==> src/rtl/vas_pkg.sv <==
package vas_pkg;

    typedef enum logic [1:0] {
        MODE_UNIT   = 2'b00,
        MODE_STRIDE = 2'b01,
        MODE_INDEX  = 2'b10
    } vas_mode_e;

    typedef enum logic [1:0] {
        ST_IDLE,
        ST_LAT,
        ST_ISSUE,
        ST_DONE
    } vas_state_e;

endpackage

==> src/rtl/vas_bank_track.sv <==
module vas_bank_track #(
    parameter int NUM_BANKS = 8,
    parameter int BUSY_TIME = 4,
    parameter int BANK_W    = $clog2(NUM_BANKS)
) (
    input  logic              clk,
    input  logic              rst_n,
    input  logic              hit,
    input  logic [BANK_W-1:0] hit_bank,
    input  logic [BANK_W-1:0] query_bank,
    output logic              query_busy
);
    localparam int CW = $clog2(BUSY_TIME + 1);
    localparam logic [CW-1:0] LOAD = CW'(BUSY_TIME - 1);

    logic [NUM_BANKS-1:0] busy_vec;

    for (genvar b = 0; b < NUM_BANKS; b++) begin : g_bank
        logic [CW-1:0] cnt_q;
        always_ff @(posedge clk) begin
            if (!rst_n) begin
                cnt_q <= '0;
            end else if (hit && hit_bank == BANK_W'(b)) begin
                cnt_q <= LOAD;
            end else if (cnt_q != '0) begin
                cnt_q <= cnt_q - 1'b1;
            end
        end
        assign busy_vec[b] = (cnt_q != '0);
    end

    assign query_busy = busy_vec[query_bank];

endmodule

==> src/rtl/vas_addr_gen.sv <==
module vas_addr_gen
    import vas_pkg::*;
#(
    parameter int ADDR_W = 32,
    parameter int BANK_W = 3
) (
    input  logic              clk,
    input  logic              rst_n,
    input  logic              clear,
    input  logic              advance,
    input  logic [1:0]        mode,
    input  logic [ADDR_W-1:0] base,
    input  logic [ADDR_W-1:0] stride,
    input  logic [ADDR_W-1:0] idx_data,
    output logic [ADDR_W-1:0] addr,
    output logic [BANK_W-1:0] bank
);
    logic [ADDR_W-1:0] offset_q;
    logic [ADDR_W-1:0] step;

    always_comb begin
        step = (mode == MODE_STRIDE) ? stride : ADDR_W'(1);
    end

    always_ff @(posedge clk) begin
        if (!rst_n || clear) begin
            offset_q <= '0;
        end else if (advance) begin
            offset_q <= offset_q + step;
        end
    end

    always_comb begin
        addr = base + ((mode == MODE_INDEX) ? idx_data : offset_q);
        bank = addr[BANK_W-1:0];
    end

endmodule

==> src/rtl/vas_seq_top.sv <==
module vas_seq_top
    import vas_pkg::*;
#(
    parameter int ADDR_W    = 32,
    parameter int LEN_W     = 16,
    parameter int MVL       = 64,
    parameter int NUM_BANKS = 8,
    parameter int BUSY_TIME = 4,
    parameter int START_LAT = 12,
    localparam int LANE_W   = $clog2(MVL),
    localparam int BANK_W   = $clog2(NUM_BANKS)
) (
    input  logic              clk,
    input  logic              rst_n,
    input  logic              cmd_valid,
    output logic              cmd_ready,
    input  logic [1:0]        cmd_mode,
    input  logic [ADDR_W-1:0] cmd_base,
    input  logic [ADDR_W-1:0] cmd_stride,
    input  logic [LEN_W-1:0]  cmd_len,
    input  logic              idx_valid,
    output logic              idx_ready,
    input  logic [ADDR_W-1:0] idx_data,
    output logic              out_valid,
    input  logic              out_ready,
    output logic [ADDR_W-1:0] out_addr,
    output logic [BANK_W-1:0] out_bank,
    output logic [LEN_W-1:0]  out_elem,
    output logic [LANE_W-1:0] out_lane,
    output logic              stall,
    output logic              done
);
    localparam int LAT_W = $clog2(START_LAT + 1);
    localparam logic [LAT_W-1:0]  LAT_LOAD = LAT_W'(START_LAT - 1);
    localparam logic [LANE_W:0]   FULL_STRIP = (LANE_W + 1)'(MVL);

    vas_state_e        state_q, state_d;
    logic [LAT_W-1:0]  lat_q;
    logic [LANE_W:0]   strip_rem_q;
    logic [LEN_W-1:0]  strips_left_q;
    logic [LEN_W-1:0]  elem_q;
    logic [LANE_W-1:0] lane_q;
    logic [LEN_W-1:0]  len_q;
    logic [1:0]        mode_q;
    logic [ADDR_W-1:0] base_q, stride_q;

    logic start, fire, idx_mode, src_ok, in_issue, bank_busy;
    logic last_of_strip, more_strips;

    assign start         = cmd_valid && (state_q == ST_IDLE);
    assign idx_mode      = (mode_q == MODE_INDEX);
    assign src_ok        = !idx_mode || idx_valid;
    assign in_issue      = (state_q == ST_ISSUE);
    assign last_of_strip = (strip_rem_q == (LANE_W + 1)'(1));
    assign more_strips   = (strips_left_q != '0);
    assign fire          = out_valid && out_ready;

    vas_addr_gen #(.ADDR_W(ADDR_W), .BANK_W(BANK_W)) u_addr (
        .clk      (clk),
        .rst_n    (rst_n),
        .clear    (start),
        .advance  (fire),
        .mode     (mode_q),
        .base     (base_q),
        .stride   (stride_q),
        .idx_data (idx_data),
        .addr     (out_addr),
        .bank     (out_bank)
    );

    vas_bank_track #(.NUM_BANKS(NUM_BANKS), .BUSY_TIME(BUSY_TIME), .BANK_W(BANK_W)) u_banks (
        .clk        (clk),
        .rst_n      (rst_n),
        .hit        (fire),
        .hit_bank   (out_bank),
        .query_bank (out_bank),
        .query_busy (bank_busy)
    );

    // next-state logic
    always_comb begin
        state_d = state_q;
        unique case (state_q)
            ST_IDLE:  if (cmd_valid) state_d = ST_LAT;
            ST_LAT: begin
                if (lat_q == '0) begin
                    if (strip_rem_q != '0 || more_strips) state_d = ST_ISSUE;
                    else                                  state_d = ST_DONE;
                end
            end
            ST_ISSUE: if (fire && last_of_strip && !more_strips) state_d = ST_DONE;
            ST_DONE:  state_d = ST_IDLE;
            default:  state_d = ST_IDLE;
        endcase
    end

    // state register
    always_ff @(posedge clk) begin
        if (!rst_n) state_q <= ST_IDLE;
        else        state_q <= state_d;
    end

    // strip, element and latency counters
    always_ff @(posedge clk) begin
        if (!rst_n) begin
            lat_q         <= '0;
            strip_rem_q   <= '0;
            strips_left_q <= '0;
            elem_q        <= '0;
            lane_q        <= '0;
            len_q         <= '0;
            mode_q        <= MODE_UNIT;
            base_q        <= '0;
            stride_q      <= '0;
        end else if (start) begin
            lat_q         <= LAT_LOAD;
            strip_rem_q   <= {1'b0, cmd_len[LANE_W-1:0]};
            strips_left_q <= cmd_len >> LANE_W;
            elem_q        <= '0;
            lane_q        <= '0;
            len_q         <= cmd_len;
            mode_q        <= cmd_mode;
            base_q        <= cmd_base;
            stride_q      <= cmd_stride;
        end else if (state_q == ST_LAT) begin
            if (lat_q != '0) begin
                lat_q <= lat_q - 1'b1;
            end else if (strip_rem_q == '0 && more_strips) begin
                strip_rem_q   <= FULL_STRIP;
                strips_left_q <= strips_left_q - 1'b1;
            end
        end else if (in_issue && fire) begin
            elem_q <= elem_q + 1'b1;
            if (last_of_strip) begin
                lane_q <= '0;
                if (more_strips) begin
                    strip_rem_q   <= FULL_STRIP;
                    strips_left_q <= strips_left_q - 1'b1;
                end else begin
                    strip_rem_q <= '0;
                end
            end else begin
                lane_q      <= lane_q + 1'b1;
                strip_rem_q <= strip_rem_q - 1'b1;
            end
        end
    end

    // outputs
    always_comb begin
        cmd_ready = (state_q == ST_IDLE);
        done      = (state_q == ST_DONE);
        out_valid = in_issue && src_ok && !bank_busy;
        stall     = in_issue && src_ok && bank_busy;
        idx_ready = in_issue && idx_mode && !bank_busy && out_ready;
        out_elem  = elem_q;
        out_lane  = lane_q;
    end

    AST_IDLE_QUIET: assert property (@(posedge clk) disable iff (!rst_n)
        cmd_ready |-> (!out_valid && !stall && !done));
    AST_ELEM_IN_RANGE: assert property (@(posedge clk) disable iff (!rst_n)
        out_valid |-> (out_elem < len_q));
    AST_STALL_HOLDS: assert property (@(posedge clk) disable iff (!rst_n)
        (stall && !idx_mode) |=> $stable(out_addr));
    AST_DONE_PULSE: assert property (@(posedge clk) disable iff (!rst_n)
        done |=> (!done && cmd_ready));
    AST_BACKPRESSURE_HOLDS: assert property (@(posedge clk) disable iff (!rst_n)
        (out_valid && !out_ready && !idx_mode) |=> (out_valid && $stable(out_addr)));

endmodule

==> config.mk <==
export PLATFORM = sky130hd
export DESIGN_NAME = vas_seq_top
export DESIGN_NICKNAME = d
export VERILOG_FILES = /design/src/rtl/vas_pkg.sv /design/src/rtl/vas_bank_track.sv /design/src/rtl/vas_addr_gen.sv /design/src/rtl/vas_seq_top.sv
export SDC_FILE = /design/constraint.sdc
export NUM_CORES = 1
export LEC_CHECK = 0
export ABC_AREA = 1
export CAP_MARGIN = 20
export CELL_PAD_IN_SITES_DETAIL_PLACEMENT = 1
export CELL_PAD_IN_SITES_GLOBAL_PLACEMENT = 2
export CORE_UTILIZATION = 27
export DETAILED_ROUTE_END_ITERATION = 10
export PLACE_DENSITY = 0.75
export SYNTH_ARGS = -nofsm -noshare
export SYNTH_HDL_FRONTEND = slang
export SYNTH_SLANG_ARGS = --single-unit
==> constraint.sdc <==
create_clock -name clk -period 3.3 [get_ports clk]
set_clock_uncertainty 0.15 [all_clocks]
set_input_delay 0.33 -clock clk [delete_from_list [all_inputs] [get_ports clk]]
set_output_delay 0.33 -clock clk [all_outputs]
set_load 0.05 [all_outputs]
After elaboration in Yosys (flattened, before gate mapping). Cells that the tools add are included.

Logic and storage cells: 185. Input port bits: 119. Flip-flop bits (word level): 173.

Bitwise operators: 2. Equal/unequal tests: 20. Add/sub/neg operators: 15. $lt $le $gt $ge: 1. Reduce and logical (&&, ||, !) cells: 75. Muxes and demuxes: 43.

Operators by type and width (number): $mux W16 (6); $add A32 B32 Y32 (2); $mux W32 (2); $mux W7 (6); $mux W2 (19); $reduce_bool A3 Y1 (11); $reduce_bool A2 Y1 (13); $sub A3 B1 Y3 const B (8); $logic_and A1 B1 Y1 (20); $reduce_or A2 Y1 (9); $add A16 B1 Y16 const B (1); $reduce_bool A16 Y1 (1); $sub A16 B1 Y16 const B (1); $eq A3 B3 Y1 const B (4); $mux W4 (3); $mux W6 (2); $mux W10 (1); $reduce_and A5 Y1 (2); $reduce_and A3 Y1 (3); $pmux W2 S4 (1); $eq A7 B1 Y1 const B (1); $logic_not A7 Y1 (1); $reduce_bool A7 Y1 (1); $sub A7 B1 Y7 const B (1); 21 further kinds (37).

Depth between registers and ports, before layout. Gate-level depths: netlist (run 1).

Depth after elaboration: 12. Mapped depth: 21. Mapped depth without buffers: 20.

Cells and area by module. From an unflattened synthesis (run 1), not the netlist that was laid out.

Cells, all modules: 2118. Area total of the unflattened synthesis: 13032.5 um^2.

Modules (own cells, without submodules): vas_addr_gen (instances 1, area each 6132.1 um^2, cells an instance 1145, seq. area each 640.6 um^2); vas_seq_top (instances 1, area each 5475.3 um^2, cells an instance 774, seq. area each 2342.2 um^2); vas_bank_track (instances 1, area each 1425.1 um^2, cells an instance 199, seq. area each 480.5 um^2).

Worst setup path before layout (run 1). OpenSTA, ideal clock, no wires.

Path type: reg2out. Start: register mode_q[0]. End: output idx_ready. Path slack: -1.152 ns. Arrival time: 3.972 ns. Cell stages (with the launch flop): 15. Cell sequence: dfxtp_1 inv_1 nand2_1 clkbuf_1 clkbuf_1 a21oi_1 ha_1 fa_1 nor2_1 and2_1 nor2_1 nand2_1 nand2_2 inv_1 nor3_1.

Word-level cells in the longest chain between the ends: 8. Elaborated cells on any way between the ends: 9. Classes of those cells: add/sub (1); eq/ne (1); mux (3); reduce/logical (4).

Ends and longest elaborated chain: start: declaration (RTL line vas_seq_top.sv:44) `logic [1:0] mode_q;`; start signal: assignment (RTL line vas_seq_top.sv:122) `mode_q <= cmd_mode;`; $eq A2 B2 Y1 (RTL line vas_addr_gen.sv:34) `addr = base + ((mode == MODE_INDEX) ? idx_data : offset_q);`; $mux W32 (RTL line vas_addr_gen.sv:34); $add A32 B32 Y32 (RTL line vas_addr_gen.sv:34); net out_addr[1] (RTL line vas_seq_top.sv:26) `output logic [ADDR_W-1:0] out_addr,`; $bmux W1 S3 (RTL line vas_bank_track.sv:32) `assign query_busy = busy_vec[query_bank];`; $mux W1 (implied by the code) (RTL line vas_bank_track.sv:32); $logic_not A1 Y1 (RTL line vas_seq_top.sv:155) `idx_ready = in_issue && idx_mode && !bank_busy && out_ready;`; $logic_and A1 B1 Y1 (2 in a row) (RTL line vas_seq_top.sv:155); end: declaration (RTL line vas_seq_top.sv:22) `output logic idx_ready,`.

The timed path passes the listed nets, and every way through them passes these cells. The select of a mux whose other input is x is not followed.

Worst setup path after layout (run 1).
Start: register mode_q[0]. End: output out_addr[30].

Word-level cells in the longest chain between the ends: 3.

Ends and longest elaborated chain (RTL line): $eq A2 B2 Y1 (vas_addr_gen.sv:34); $mux W32 (vas_addr_gen.sv:34); $add A32 B32 Y32 (vas_addr_gen.sv:34); end: declaration (vas_seq_top.sv:26).

No other way between the ends.

==> flow_metrics.py, run 1 <==
metrics = {
    "die": {
        "die_x_um": 213,
        "start_util_pct": 27.4,
        "core-area_um2": 44100,
        "io_pins": 181,
        "rows": 77,
        "die_h_um": 213,
        "dieArea_um2": 45600,
    },
    "placement": {
        "dp_hpwl_um": 37200,
        "gp_congestion": 0.857,
        "io_buffers": 180,
        "dp_slack_ns": -0.307,
    },
    "global_route": {
        "grt_pass1_vias": 14300,
        "grt_pass1_wl_um": 75400,
        "overflow": 0,
        "grt_usage_pct": 21.5,
        "grt_max_degree": 84,
        "antenna_found_initial": 0,
    },
    "worst_setup_path": {
        "required_ns": 2.82,
        "r2r_start": "mode_q[0]$_SDFFE_PN0P_",
        "crit_start": "mode_q[0]$_SDFFE_PN0P_",
        "worst-r2r-setup-slack_ns": 0.13,
        "cp.depth": 14,
        "cpMaxStageDelayCell": "mux2_2",
        "path_delay_family": "buffers and inverters",
        "cp_cell_sequence": "inv_4 -> nand2_8 -> buf_12 -> mux2_2 -> ha_4 -> nand2_2 -> o21ai_1 -> a21oi_2 -> o21ai_1 -> buf_6 -> nand3_2 -> nand2_2 -> xor2_2 -> buf_12",
        "worst-setup-path-type": "flop to output pin",
        "endpoint_kind": "output pin",
        "cp_max_fo": 7,
        "critPathMaxStageDelay_ns": 0.39,
        "critPathArrivalTime_ns": 3.14,
        "worst-path-buf-inv": 4,
        "r2r_end": "out_elem[10]$_SDFFE_PP0P_",
        "startpoint_type": "flop",
        "reg2reg_depth": 20,
    },
    "cts": {
        "numCtsBuffers": 17,
        "clock_sinks": 173,
        "clock_latency_ns": 0.48,
        "cts_tree": "done",
        "htreeDepth": 4,
        "cts_root_buf": "clkbuf_16",
        "clkTransAtPathRegs_ns": 0.07,
        "cts_hold_buf": 0,
        "clockBufferDepth": 2,
    },
    "logic_synthesis": {
        "synthArstFlopShare_pct": 0,
        "synth_edf_count": 0,
        "synth_warnings": 0,
        "synth_adder_area_share_pct": 9.66,
        "synth_compound_area_share_pct": 18.3,
        "seq_area_frac_synth_pct": 28.7,
        "netlist.area_leader.share_pct": 28.7,
        "yosysTopAreaCell": "dfxtp_1",
        "synth_xor_area_share_pct": 5.66,
        "ys_seq_elements": 173,
        "yosys_most_used_dff": "dfxtp_1",
        "netlist-cell-type-count": 42,
        "mappedNetlistNets": 2096,
        "synth.area.top_cells": "dfxtp_1 29%, nand2_1 12%, a21oi_1 9.7%",
        "syn_area_um2": 12100,
        "netlist_instances": 1885,
        "synth_top_family_by_area": "simple AND/OR/NAND/NOR gates",
        "avgSynthCellArea_um2": 6.41,
        "muxShareOfSynthArea_pct": 1.05,
        "yosys.area_share.simple_pct": 27.1,
    },
    "power_and_ir_drop": {
        "p_int_mw": 8.35,
        "switching_share_pct": 47.3,
        "clkPwrFrac_pct": 13.1,
        "p_leak_nw": 7.88,
        "p_comb_share_pct": 67.9,
        "p_switching_mw": 7.50,
        "powerDensity_nw_per_um2": 854,
        "pwr-share-seq_pct": 19.0,
        "ir_drop_uv": 699,
        "p_total_mw": 15.9,
    },
    "sta": {
        "period_minus_slack_ns": 3.62,
        "whs_ns": 0.277,
        "relSlewSlack_pct": 42.8,
        "setup_tns_ns": -4.67,
        "period_share_pct": 110,
        "setup_viol": 30,
        "worst_slew_pin_slew_ns": 0.858,
        "max_freq_mhz": 276,
        "hold_violations": 0,
        "finalMaxSlewViolations": 0,
        "rsz0062_at_grt": "true",
        "fin_ws_ns": -0.322,
    },
    "routing": {
        "routed_via_density": 4.72,
        "drt-pass1-iter-count": 4,
        "wl_per_cell_um": 17.2,
        "remaining_drc_errors": 0,
        "drtAntennaViolNets": 0,
        "dr.first_iter.drc_count": 540,
        "vias": 13400,
        "routed_wirelength_um": 48700,
    },
    "min_path": {
        "min-delay-path-class": "primary input to flop",
        "hold_path_depth": 4,
        "min-delay-start": "rst_n",
        "hold_end": "lat_q[0]$_SDFFE_PN0P_",
    },
    "job": {
        "max-cap-violations": 0,
    },
    "cells_and_area": {
        "fillers": 5518,
        "nets": 2439,
        "syn2layout_area_growth_pct": 53.6,
        "drive_above_1_share_pct": 24.6,
    },
    "status": {
        "status": "finished, violations left",
        "violations": "negative setup slack",
    },
}
## area by class of cell
type,instances,area (um^2),area share (%)
multi-input combinational,1414,8930,48.1
timing repair buffer,385,3940,21.3
sequential,173,3470,18.7
inverter,237,897,4.84
tap,592,741,3.99
clock buffer,23,468,2.52
clock inverter,9,103,0.553
antenna,1,2.50,0.0135
## synthesized netlist by cell type, types with 11 or more instances
library cell  count
o21ai_0         145
xor2_1           50
inv_1           233
nand2_1         370
a21oi_1         234
clkbuf_1         39
nand3_1          97
a21o_1           11
buf_2            13
ha_1             90
xnor2_1          28
nor3_1           22
nor2_1          292
dfxtp_1         173
## stage by stage
| stage | utilization, % | std cells | instance area, um^2 |
|---|---|---|---|
| after floorplan | - | 1885 | 12200 |
| after global placement | 36.4 | 2747 | 16100 |
| after detailed placement | 36.4 | 2747 | 16100 |
| after CTS | 40.0 | 2808 | 17600 |
| after global routing | 42.0 | 2833 | 18500 |
| final | 42.0 | 2834 | 18600 |
## power groups by stage
stage	logic [mW]	registers (mW)	clock network, mW
final	10.8	3.02	2.08
after CTS	10.1	3.00	2.14
after global routing	11.7	3.08	2.22
after detailed placement	9.38	3.02	0
after floorplan	5.52	2.92	0
after global placement	9.17	3.00	0
## repair_timing
item / 4_1_cts / 5_1_grt
cloned: 3 / 0
endpoints found under the setup margin: 30 / 72
setup buffers: 29 / 26
pin swaps: 52 / 74
gates resized for setup: 186 / 178
## sequential cells by signal, summed over array words and instances (netlist names)
register / cells
mode_q: 2
u_addr.offset_q: 32
out_lane: 6
base_q: 32
strips_left_q: 16
out_elem: 16
stride_q: 32
state_q: 2
strip_rem_q: 7
u_banks.g_bank.cnt_q: 24
lat_q: 4
## metal layers
metal | GRT usage (%) | share of wire (%)
met5 | 0 | 0
met4 | 7.22 | 2.1
met3 | 3.30 | 3.1
met2 | 38.7 | 50
met1 | 25.9 | 44
## cells by family after synthesis
group                      Yosys count
and+or+nand+nor                    809
AOI/OAI and AO/OA                  423
buffers and inverters              298
DFF                                173
adders and majority gates           92
xor gates and xnor gates            78
muxes                               12
## cell usage in the layout, fill, tap and decap left out, types with 38 or more instances in the layout
master / netlist / routed
nor2_1: 292 / 233
o21ai_0: 145 / 122
nand2_2: 3 / 42
clkdlybuf4s50_1: 0 / 141
nand2_1: 370 / 320
ha_1: 90 / 66
xor2_1: 50 / 38
dfxtp_1: 173 / 171
buf_12: 0 / 45
buf_4: 4 / 182
a21oi_2: 0 / 57
a21oi_1: 234 / 173
nand3_1: 97 / 89
inv_1: 233 / 218
## tightest hold or removal path: stages
cell and delay [ns]:
buf_2 0.09, inv_1 0.06, buf_4 0.26, nor2_1 0.13
## worst max-delay path by stage
stage	slack, ns	endpoint
3_5_place_dp	-0.31	out_addr[28]
2_1_floorplan	-0.12	idx_ready
4_1_cts	-0.30	out_addr[25]
6_report	-0.32	out_addr[30]
3_3_place_gp	-0.25	out_addr[28]
5_1_grt	-0.45	out_addr[30]
No activity file was read; power rests on OpenSTA's default activity.
==> run 2, diff against run 1 <==
Settings changed: RECOVER_POWER set to 50.
==> flow_metrics.py, run 2 (synthesis gave the netlist of run 1 again) <==
metrics = {
    "placement": {
        "dp.cells": 2747,
        "dp_hpwl_um": 37200,
        "io_buffers": 180,
        "gp_congestion": 0.857,
    },
    "worst_setup_path": {
        "endpoint_kind": "output pin",
        "cpMaxStageDelayCell": "mux2_2",
        "worst-path-buf-inv": 4,
        "cp_max_fo": 7,
        "worst-setup-path-type": "flop to output pin",
        "startpoint_type": "flop",
        "critPathArrivalTime_ns": 3.14,
        "cp_cell_sequence": "inv_4 -> nand2_8 -> buf_12 -> mux2_2 -> ha_4 -> nand2_2 -> o21ai_1 -> a21oi_2 -> o21ai_1 -> buf_6 -> nand3_2 -> nand2_2 -> xor2_2 -> buf_12",
        "critPathMaxStageDelay_ns": 0.39,
        "path_delay_family": "buffers and inverters",
        "required_ns": 2.82,
    },
    "cts": {
        "clock_sinks": 173,
        "numCtsBuffers": 17,
        "clkTransAtPathRegs_ns": 0.07,
        "cts_root_buf": "clkbuf_16",
        "clockBufferDepth": 2,
        "clock_latency_ns": 0.48,
        "htreeDepth": 4,
        "cts_tree": "done",
    },
    "die": {
        "core-area_um2": 44100,
        "die_h_um": 213,
        "io_pins": 181,
        "die_x_um": 213,
        "rows": 77,
        "dieArea_um2": 45600,
        "start_util_pct": 27.4,
    },
    "routing": {
        "remaining_drc_errors": 0,
        "routed_via_density": 4.73,
        "drtAntennaViolNets": 0,
        "drt-pass1-iter-count": 4,
        "dr.first_iter.drc_count": 521,
        "routed_wirelength_um": 48700,
        "vias": 13400,
        "wl_per_cell_um": 17.2,
    },
    "global_route": {
        "overflow": 0,
        "gr-usage-met1_pct": 25.9,
        "antenna_found_initial": 0,
        "use_met2_pct": 38.7,
        "busiest_layer": "met2",
        "grt_max_degree": 84,
        "grt_pass1_vias": 14300,
        "grt_usage_pct": 21.5,
        "use_met3_pct": 3.30,
        "grt_pass1_wl_um": 75400,
    },
    "sta": {
        "max_freq_mhz": 276,
        "relSlewSlack_pct": 23.3,
        "fin_ws_ns": -0.321,
        "setup_viol": 30,
        "period_share_pct": 110,
        "hold_violations": 0,
        "finalMaxSlewViolations": 0,
        "whs_ns": 0.279,
        "worst_slew_pin_slew_ns": 1.15,
        "period_minus_slack_ns": 3.62,
        "setup_tns_ns": -4.66,
        "rsz0062_at_grt": "true",
    },
    "power_and_ir_drop": {
        "p_comb_share_pct": 67.8,
        "p_int_mw": 8.34,
        "p_leak_nw": 7.96,
        "switching_share_pct": 47.3,
        "clkPwrFrac_pct": 13.1,
        "powerDensity_nw_per_um2": 854,
        "p_total_mw": 15.8,
        "ir_drop_uv": 662,
        "pwr-share-seq_pct": 19.0,
        "p_switching_mw": 7.49,
    },
    "cells_and_area": {
        "layout.cells.most_common": "nand2_1",
        "nets": 2439,
        "drive_above_1_share_pct": 24.5,
        "top_regs": "base_q: 32 flops, stride_q: 32 flops, u_addr.offset_q: 32 flops",
        "final_cell_mix": "321 x nand2_1, 233 x nor2_1, 219 x inv_1",
        "utilization_pct": 42.0,
        "syn2layout_area_growth_pct": 53.5,
        "layout.cells.non_filler": 2834,
    },
    "status": {
        "violations": "negative setup slack",
        "status": "finished, violations left",
    },
    "min_path": {
        "min-delay-path-class": "primary input to flop",
    },
    "job": {
        "max-cap-violations": 0,
    },
}
[run 2: changes by cell type in the layout (fill, tap and decap cells not counted), moves of 4 or more]
cell	change
buf_4	-4
clkbuf_2	+4
clkdlybuf4s50_1	-22
dlygate4sd3_1	+22
[run 2: worst paths after layout]
check                            start                          end  slack [ns]  depth (start not counted)
max             mode_q[0]$_SDFFE_PN0P_                 out_addr[30]       -0.32                         14
min                              rst_n        lat_q[0]$_SDFFE_PN0P_        0.28                          4
max reg2reg    state_q[0]$_SDFFE_PN0P_  strip_rem_q[5]$_SDFFE_PN0P_        0.05                         10
min reg2reg  stride_q[30]$_SDFFE_PN0P_    stride_q[30]$_SDFFE_PN0P_        0.31                          2
[run 2: metrics by stage]
stage          setup WS [ns]  cell area [um^2]
6_report              -0.321             18500
5_1_grt               -0.449             18500
4_1_cts               -0.304             17600
3_5_place_dp          -0.307             16100
3_3_place_gp          -0.246             16100
2_1_floorplan         -0.119             12200
[run 2: per-layer routing]
metal	share of wire, %	wire [um]
met4	2.0	987
met5	0	0
met2	51	24600
met1	45	21700
met3	2.9	1400
[run 2: layout make-up]
type | count | area (um^2)
Antenna cell | 1 | 2.50
Clock buffer | 23 | 468
Clock inverter | 9 | 103
Fill cell | 5520 | 25600
Inverter | 237 | 897
Multi-Input combinational cell | 1414 | 8920
Sequential cell | 173 | 3470
Tap cell | 592 | 741
Timing Repair Buffer | 385 | 3930
[run 2: tightest hold or removal path, cell delays in order]
cell	delay [ns]
buf_2	0.09
inv_1	0.06
buf_4	0.26
nor2_1	0.13
[run 2: power by group through the flow]
stage	clock [mW]	combinational, mW	sequential (mW)
6_report	2.08	10.7	3.02
5_1_grt	2.22	11.7	3.08
4_1_cts	2.14	10.1	3.00
3_5_place_dp	0	9.38	3.02
3_3_place_gp	0	9.17	3.00
2_1_floorplan	0	5.52	2.92
[run 2: timing repair]
action / CTS / global route
hold buffers: 0 / 0
gates resized for setup: 186 / 178
pin swaps: 52 / 74
setup endpoints to repair: 30 / 72
cloned: 3 / 0
setup buffers: 29 / 26
==> run 3, diff against run 2 <==
Settings changed: PLACE_DENSITY 0.75 to not set, PLACE_DENSITY_LB_ADDON set to 0.1.
==> flow_metrics.py, run 3 (synthesis gave the netlist of run 1 again) <==
metrics = {
    "power_and_ir_drop": {
        "p_leak_nw": 7.88,
        "powerDensity_nw_per_um2": 876,
        "ir_drop_uv": 653,
        "p_total_mw": 16.4,
    },
    "die": {
        "core-area_um2": 44100,
        "dieArea_um2": 45600,
        "io_pins": 181,
        "rows": 77,
        "die_h_um": 213,
        "start_util_pct": 27.4,
        "die_x_um": 213,
    },
    "cells_and_area": {
        "syn2layout_area_growth_pct": 54.8,
        "fillers": 5408,
        "nets": 2395,
        "drive_above_1_share_pct": 24.8,
        "layout.cells.most_common": "nand2_1",
        "final_cell_mix": "297 x nand2_1, 271 x nor2_1, 223 x inv_1",
        "top_regs": "base_q: 32 flops, stride_q: 32 flops, u_addr.offset_q: 32 flops",
    },
    "global_route": {
        "grt_max_degree": 111,
        "grt_usage_pct": 21.2,
        "antenna_found_initial": 1,
        "use_met2_pct": 37.9,
        "overflow": 0,
        "busiest_layer": "met2",
        "gr-usage-met1_pct": 25.9,
        "grt_pass1_wl_um": 74200,
        "grt_pass1_vias": 13700,
        "use_met3_pct": 3.03,
    },
    "sta": {
        "worst_slew_pin_slew_ns": 1.21,
        "period_share_pct": 110,
        "setup_tns_ns": -12.30,
        "finalMaxSlewViolations": 0,
        "hold_violations": 0,
        "rsz0062_at_grt": "true",
        "setup_viol": 118,
        "period_minus_slack_ns": 3.63,
        "relSlewSlack_pct": 19.5,
        "fin_ws_ns": -0.332,
        "max_freq_mhz": 275,
    },
    "routing": {
        "drtAntennaViolNets": 0,
        "routed_wirelength_um": 50300,
        "wl_per_cell_um": 18.0,
        "dr.first_iter.drc_count": 469,
        "vias": 13300,
        "remaining_drc_errors": 0,
        "drt-pass1-iter-count": 4,
        "routed_via_density": 4.75,
    },
    "worst_setup_path": {
        "cpMaxStageDelayCell": "fa_2",
        "cp_cell_sequence": "inv_2 -> nand2_4 -> buf_12 -> nor2_4 -> a21oi_2 -> ha_2 -> fa_2 -> nor2_4 -> and2_4 -> nor2_4 -> nand2_2 -> nand2_2 -> buf_6 -> inv_6 -> nor3_4 -> buf_12",
        "reg2reg_depth": 23,
        "worst-setup-path-type": "flop to output pin",
        "worst-r2r-setup-slack_ns": -0.18,
        "endpoint_kind": "output pin",
        "critPathArrivalTime_ns": 3.15,
        "cp_max_fo": 7,
        "crit_top_cell": "nor2_4",
        "r2r_end": "out_lane[2]$_SDFFE_PP0P_",
        "critPathMaxStageDelay_ns": 0.69,
        "r2r_start": "mode_q[0]$_SDFFE_PN0P_",
        "startpoint_type": "flop",
        "required_ns": 2.82,
    },
    "job": {
        "max-cap-violations": 0,
    },
    "cts": {
        "htreeDepth": 4,
        "numCtsBuffers": 17,
        "cts_tree": "done",
        "clkTransAtPathRegs_ns": 0.07,
        "clock_latency_ns": 0.48,
        "clock_sinks": 173,
        "clockBufferDepth": 2,
        "cts_root_buf": "clkbuf_16",
    },
    "min_path": {
        "hold_path_depth": 4,
        "min-delay-start": "rst_n",
        "min-delay-path-class": "primary input to flop",
        "hold_end": "lat_q[0]$_SDFFE_PN0P_",
    },
    "placement": {
        "io_buffers": 180,
        "dp_slack_ns": -0.268,
        "gp_congestion": 0.854,
        "dp_hpwl_um": 37000,
    },
    "status": {
        "status": "finished, violations left",
        "violations": "negative setup slack",
    },
}
==> run 3: layout make-up <==
cell class,instances,area [um^2],share of cell area [%]
Inverter,237,923,4.94
Multi-Input combinational cell,1416,9150,49.0
Antenna cell,1,2.50,0.0134
Timing Repair Buffer,339,3820,20.4
Tap cell,592,741,3.96
Clock buffer,21,460,2.46
Clock inverter,11,131,0.703
Sequential cell,173,3470,18.5
==> run 3: worst max-delay path: cells and delay by family, from the launching register on <==
| family | cells | cell delay (ns) |
|---|---|---|
| adder cells (fa/ha/maj) | 2 | 0.88 |
| AND/OR/NAND/NOR | 8 | 0.87 |
| buffers and inverters | 5 | 0.55 |
| flip-flops | 1 | 0.32 |
| AO/OA/AOI/OAI | 1 | 0.04 |
==> run 3: worst max path at each step <==
stage                                 from           end  slack, ns  cells past startpoint
finish              mode_q[0]$_SDFFE_PN0P_     idx_ready      -0.33                     16
global route        mode_q[0]$_SDFFE_PN0P_     idx_ready      -0.46                     16
CTS                 mode_q[0]$_SDFFE_PN0P_     idx_ready      -0.33                     16
detailed placement             idx_data[0]  out_addr[12]      -0.27                     15
global placement               idx_data[0]  out_addr[12]      -0.21                     15
floorplan           mode_q[0]$_SDFFE_PN0P_     idx_ready      -0.12                     14
==> run 3: what timing repair did <==
item                                    in CTS  in global routing
resized for setup                          133                318
buffers inserted                            24                 21
pin swaps                                   40                 89
endpoints found under the setup margin      37                119
gates cloned                                 0                 13
hold buffers                                 0                  0
==> run 3: metal layers <==
layer / vias to the layer above / part of all wire [%]
met1: 6331 / 44
met3: 54 / 2.6
met4: 2 / 2.4
met5: - / 0.026
met2: 170 / 51
li1: 6706 / -
==> run 3: where the power goes <==
group	total (mW)	switching, mW	leakage [nW]	internal, mW
clock	2.16	0.994	0.291	1.17
sequential	3.00	0.375	1.42	2.63
combinational	11.2	6.47	6.17	4.74
total	16.4	7.84	7.88	8.54
==> run 3: per-stage QoR <==
stage / utilization [%] / std cells / cell area, um^2 / hold slack, ns
floorplan: - / 1885 / 12200 / 0.280
global placement: 35.7 / 2706 / 15800 / 0.296
detailed placement: 35.7 / 2706 / 15800 / 0.299
CTS: 38.6 / 2756 / 17100 / 0.218
global route: 42.4 / 2789 / 18700 / 0.312
finish: 42.4 / 2790 / 18700 / 0.286
